## config.mk

```make
export PLATFORM = sky130hd
export DESIGN_NAME = vidset_switch
export DESIGN_NICKNAME = d
export VERILOG_FILES = /design/src/rtl/vidset_pkg.sv /design/src/rtl/vidset_mode_reg.sv /design/src/rtl/vidset_bank.sv /design/src/rtl/vidset_sel_ctrl.sv /design/src/rtl/vidset_switch.sv
export SDC_FILE = /design/constraint.sdc
export NUM_CORES = 1
export LEC_CHECK = 0
export ABC_CLOCK_PERIOD_IN_PS = 6400
export BUFFER_PORTS_ARGS = -buffer_cell sky130_fd_sc_hd__buf_2
export CORE_UTILIZATION = 45
export DETAILED_ROUTE_END_ITERATION = 10
export GPL_TIMING_DRIVEN = 0
export PLACE_DENSITY = 0.6
export SLEW_MARGIN = 20
export SYNTH_ARGS = -nofsm -noshare
export SYNTH_HDL_FRONTEND = slang
export SYNTH_HIERARCHICAL = 1
export SYNTH_SLANG_ARGS = --single-unit
```

## constraint.sdc

```tcl
create_clock -name clk -period 6.4 [get_ports clk]
set_clock_uncertainty 0.1 [all_clocks]
set_input_delay 0.64 -clock clk [delete_from_list [all_inputs] [get_ports clk]]
set_output_delay 0.64 -clock clk [all_outputs]
set_load 0.05 [all_outputs]
```

## src/rtl/vidset_pkg.sv

```systemverilog
package vidset_pkg;
   localparam int MODE_BITS = 4;

   typedef struct packed {
      logic pol;
      logic ddt;
      logic bgf;
      logic sel;
   } mode_t;
endpackage

```

## src/rtl/vidset_mode_reg.sv

```systemverilog
module vidset_mode_reg
   import vidset_pkg::*;
(
   input  logic                 clk,
   input  logic                 rst_n,
   input  logic                 wr,
   input  logic [MODE_BITS-1:0] wdata,
   output mode_t                mode
);
   always_ff @(posedge clk or negedge rst_n) begin
      if (!rst_n) mode <= '0;
      else if (wr) mode <= mode_t'(wdata);
   end
endmodule

```

## src/rtl/vidset_bank.sv

```systemverilog
module vidset_bank #(
   parameter int DESC_W     = 16,
   parameter int DESC_DEPTH = 8,
   parameter int SIZE_W     = 12,
   localparam int AW        = $clog2(DESC_DEPTH)
) (
   input  logic              clk,
   input  logic              rst_n,
   input  logic              we,
   input  logic              ctl,
   input  logic [AW-1:0]     waddr,
   input  logic [DESC_W-1:0] wdata,
   input  logic [AW-1:0]     raddr,
   output logic [DESC_W-1:0] rdata,
   output logic [SIZE_W-1:0] size
);
   logic [DESC_W-1:0] words [DESC_DEPTH];

   always_ff @(posedge clk or negedge rst_n) begin
      if (!rst_n) begin
         for (int i = 0; i < DESC_DEPTH; i++) words[i] <= '0;
         size <= '0;
      end else if (we) begin
         if (ctl) size <= wdata[SIZE_W-1:0];
         else     words[waddr] <= wdata;
      end
   end

   assign rdata = words[raddr];
endmodule

```

## src/rtl/vidset_sel_ctrl.sv

```systemverilog
module vidset_sel_ctrl #(
   parameter int PTR_W = 24
) (
   input  logic             clk,
   input  logic             rst_n,
   input  logic             sel,
   input  logic             bgf,
   input  logic             frame_end,
   input  logic             set_wr,
   input  logic             set_bank,
   input  logic             ptr_wr,
   input  logic [PTR_W-1:0] ptr_wdata,
   output logic             active,
   output logic             pending,
   output logic             wr_accept,
   output logic             wr_err,
   output logic             ptr_load,
   output logic [PTR_W-1:0] ptr_value
);
   logic swap_now;

   assign pending   = (sel != active);
   assign swap_now  = pending && (bgf || frame_end);
   assign wr_accept = set_wr && ((set_bank != active) || bgf);

   always_ff @(posedge clk or negedge rst_n) begin
      if (!rst_n) begin
         active    <= 1'b0;
         wr_err    <= 1'b0;
         ptr_load  <= 1'b0;
         ptr_value <= '0;
      end else begin
         if (swap_now) active <= sel;
         wr_err   <= set_wr && !wr_accept;
         ptr_load <= ptr_wr && bgf;
         if (ptr_wr && bgf) ptr_value <= ptr_wdata;
      end
   end
endmodule

```

## src/rtl/vidset_switch.sv

```systemverilog
module vidset_switch
   import vidset_pkg::*;
#(
   parameter int DESC_W     = 16,
   parameter int DESC_DEPTH = 8,
   parameter int SIZE_W     = 12,
   parameter int PTR_W      = 24,
   parameter int PIX_W      = 8,
   parameter int MIN_WORDS  = 24,
   localparam int AW        = $clog2(DESC_DEPTH),
   localparam int NBANK     = 2
) (
   input  logic                 clk,
   input  logic                 rst_n,
   input  logic                 mode_wr,
   input  logic [MODE_BITS-1:0] mode_wdata,
   input  logic                 set_wr,
   input  logic                 set_bank,
   input  logic                 set_ctl,
   input  logic [AW-1:0]        set_addr,
   input  logic [DESC_W-1:0]    set_wdata,
   input  logic                 frame_end,
   input  logic                 ptr_wr,
   input  logic [PTR_W-1:0]     ptr_wdata,
   input  logic [AW-1:0]        rd_addr,
   input  logic [PIX_W-1:0]     pix_in,
   output logic                 active_set,
   output logic                 swap_pending,
   output logic                 bg_select,
   output logic                 fifo_flush,
   output logic                 ptr_load,
   output logic [PTR_W-1:0]     ptr_value,
   output logic                 short_img,
   output logic                 wr_err,
   output logic                 launch_fall,
   output logic [DESC_W-1:0]    desc_rd_data,
   output logic [SIZE_W-1:0]    img_words,
   output logic [PIX_W-1:0]     pix_out
);
   if (SIZE_W > DESC_W) begin : g_bad_size
      $error("SIZE_W must not exceed DESC_W");
   end
   if (DESC_DEPTH < 2) begin : g_bad_depth
      $error("DESC_DEPTH must be at least 2");
   end
   if (MIN_WORDS >= (1 << SIZE_W)) begin : g_bad_min
      $error("MIN_WORDS must fit in SIZE_W bits");
   end

   mode_t             mode;
   logic              wr_accept;
   logic [DESC_W-1:0] bank_rdata [NBANK];
   logic [SIZE_W-1:0] bank_size  [NBANK];

   vidset_mode_reg u_mode (
      .clk   (clk),
      .rst_n (rst_n),
      .wr    (mode_wr),
      .wdata (mode_wdata),
      .mode  (mode)
   );

   vidset_sel_ctrl #(.PTR_W(PTR_W)) u_ctrl (
      .clk       (clk),
      .rst_n     (rst_n),
      .sel       (mode.sel),
      .bgf       (mode.bgf),
      .frame_end (frame_end),
      .set_wr    (set_wr),
      .set_bank  (set_bank),
      .ptr_wr    (ptr_wr),
      .ptr_wdata (ptr_wdata),
      .active    (active_set),
      .pending   (swap_pending),
      .wr_accept (wr_accept),
      .wr_err    (wr_err),
      .ptr_load  (ptr_load),
      .ptr_value (ptr_value)
   );

   for (genvar b = 0; b < NBANK; b++) begin : g_bank
      vidset_bank #(
         .DESC_W    (DESC_W),
         .DESC_DEPTH(DESC_DEPTH),
         .SIZE_W    (SIZE_W)
      ) u_bank (
         .clk   (clk),
         .rst_n (rst_n),
         .we    (wr_accept && (set_bank == 1'(b))),
         .ctl   (set_ctl),
         .waddr (set_addr),
         .wdata (set_wdata),
         .raddr (rd_addr),
         .rdata (bank_rdata[b]),
         .size  (bank_size[b])
      );
   end

   assign desc_rd_data = bank_rdata[active_set];
   assign img_words    = bank_size[active_set];
   assign bg_select    = mode.bgf;
   assign fifo_flush   = mode.bgf;
   assign launch_fall  = mode.ddt;
   assign short_img    = swap_pending && !mode.bgf &&
                         (bank_size[mode.sel] < SIZE_W'(MIN_WORDS));
   assign pix_out      = mode.bgf ? {PIX_W{mode.pol}} : (pix_in ^ {PIX_W{mode.pol}});
endmodule

```

==> flow_summary.toml <==
[status]
outcome = "finished, final reports clean"

[cells_and_area]
fin_util_pct = 53.5
fin_nets = 1092
drive_above_1_share_pct = 64.2
areaGrowthSynthToFinish_pct = 16.7
final_cell_count_no_fill = 1450
n_antenna_cell = 0
layout_commonest_cell = "dfrtp_1"
final_cell_mix = "dfrtp_1, mux2_2, buf_2, mux4_2, mux2_4"
fin_area_um2 = 16900
nFillCells = 2654

[clock_tree]
cts_tree = "yes"
clock_sinks = 311
insertion_delay_ns = 0.49
clkTransAtPathRegs_ns = 0.05
cts.path.max_buffers = 3
cts_buffers = 36
clockRootBuffer = "clkbuf_16"
cts_resized = 0
ctsHoldBuffers = 0
cts_setup_buffers = 0
cts_max_level = 2

[routing]
dr_total_vias = 7886
ant_nets = 0
wl_per_cell_um = 21.2
first_pass_iters = 4
drt_iter0_drc = 298
drc = 0
finalWirelength_mm = 30.7
vias_per_cell = 5.44

[pwr]
p_per_area_nw_per_um2 = 356
p_leak_nw = 8.01
total_power_mw = 6.01
irDropWorstVdd_uv = 183

[sta]
rsz0062_at_grt = "no"
worst_slew_pin_slew_ns = 0.801
report.final.slew_viol_count = 0
finalCritPeriodShare_pct = 56.0
period_minus_slack_ns = 3.58
fmax_ghz = 0.279
tns_ns = 0
holdWs_ns = 0.0307
finalWorstSetupSlack_ns = 2.82
relSlewSlack_pct = 46.6
setup_viol = 0
finalHoldViolations = 0

[synthesis]
synth-edff-count = 0
netlist_area_um2 = 14500
yosysUniqueCellTypes = 34
synth-seq-area-share_pct = 53.8
yosysWarnings = 6
avgSynthCellArea_um2 = 16.9
syn_inst = 856
syn-num-nets = 922
synth_ff_type = "dfrtp_1"
ys_ff_latch = 311
async_reset_ff_share_pct = 100

[setup_path]
cp_slowest_cell = "clkbuf_1"
crit_top_cell = "buf_2"
required_ns = 5.66
path_buf_inv = 3
crit_type = "in2out"
cp.arrival_ns = 2.84
critPathTopFamily = "buffers and inverters"
endpoint_kind = "output pin"
cpPeakStageDelay_ns = 0.65
critical_path.max_fanout = 10
cp-start-kind = "input port"
cp_cell_sequence = "buf_2, clkbuf_1, mux4_2, mux2_2, mux2_4, buf_2"

[global_route]
grt_pass1_wl_mm = 50.4
grt_pass1_vias = 8734
grt.total_usage_pct = 19.8
antenna_found_initial = 0
grt_overflow = 0
grt_max_degree = 84

[place]
dp.cells = 1390
hpwl_mm = 20.8
place_congestion = 0.718
placed_cell_area_um2 = 15700
dp_slack_ns = 2.78
io_buffer_count = 129

[floorplanning]
initial_core_util_pct = 45.8
coreArea_um2 = 31600
dieWidth_um = 181
rows = 65
dieArea_um2 = 32800
ios = 134
die-height_um = 181

[hold_path]
hold_class = "in2async"

[flow_run]
drv_cap = 0
cell type report:
class | count | area (um^2) | area share [%]
Sequential cell | 311 | 7780 | 46.1
Multi-Input combinational cell | 493 | 6310 | 37.4
Clock buffer | 56 | 1130 | 6.68
Timing Repair Buffer | 132 | 738 | 4.38
Tap cell | 402 | 503 | 2.98
Buffer | 51 | 354 | 2.10
Clock inverter | 4 | 45.0 | 0.267
Inverter | 1 | 3.75 | 0.0223
routing by layer:
layer	up-vias	global-route usage (%)	share of wire [%]
met4	0	4.98	1.8
li1	3530	-	-
met2	132	32.0	48
met1	4186	28.0	47
met3	38	2.94	3.4
met5	-	0	0
power breakdown:
part | switching (mW) | total, mW | internal [mW]
Clock | 0.764 | 2.00 | 1.24
Sequential | 0.205 | 2.57 | 2.37
Combinational | 0.736 | 1.43 | 0.698
path summary, 6_finish.rpt:
kind	from	to	slack [ns]	cells after the start
max reg2reg	u_ctrl/active$_DFFE_PN0P_	g_bank[0].u_bank/words[45]$_DFFE_PN0P_	3.52	7
max	rd_addr[2]	desc_rd_data[13]	2.82	6
max in group asynchronous	rst_n	g_bank[1].u_bank/words[47]$_DFFE_PN0P_	4.95	3
min	rst_n	g_bank[1].u_bank/words[87]$_DFFE_PN0P_	0.03	1
min reg2reg	g_bank[0].u_bank/words[30]$_DFFE_PN0P_	g_bank[0].u_bank/words[30]$_DFFE_PN0P_	0.39	1
min in group clk	ptr_wdata[8]	u_ctrl/ptr_value[8]$_DFFE_PN0P_	0.28	2
Yosys cell counts (3+ instances only):
library cell | instances | share of area, %
nand2b_1 | 8 | 0.35
buf_4 | 9 | 0.47
mux2_4 | 59 | 6.1
nor2_1 | 3 | 0.078
nor4_1 | 3 | 0.13
nor3b_4 | 4 | 0.52
nand2_1 | 7 | 0.18
dfrtp_1 | 311 | 54
buf_2 | 19 | 0.66
mux2_2 | 308 | 24
xnor2_1 | 8 | 0.48
nand3b_2 | 4 | 0.31
mux4_2 | 64 | 10
clkbuf_1 | 10 | 0.26
buf_12 | 4 | 0.55
buf_6 | 5 | 0.39
logic make-up (layout without fill, tap and decap cells):
family / after synthesis / in the layout / synth area share (%)
XOR/XNOR: 10 / 10 / 0.606
buffers and inverters: 52 / 244 / 2.48
AND/OR/NAND/NOR: 49 / 49 / 2.77
flip-flops: 311 / 311 / 53.8
AO/OA/AOI/OAI: 1 / 1 / 0.0520
multiplexers: 433 / 433 / 40.3
flip-flops by register name (all words and copies together) (netlist names):
| signal | flops |
|---|---|
| g_bank.u_bank/words | 256 |
| u_mode/mode | 4 |
| u_ctrl/wr_err | 1 |
| u_ctrl/ptr_value | 24 |
| u_ctrl/active | 1 |
| g_bank.u_bank/size | 24 |
| u_ctrl/ptr_load | 1 |
No activity file was read; power rests on OpenSTA's default activity.
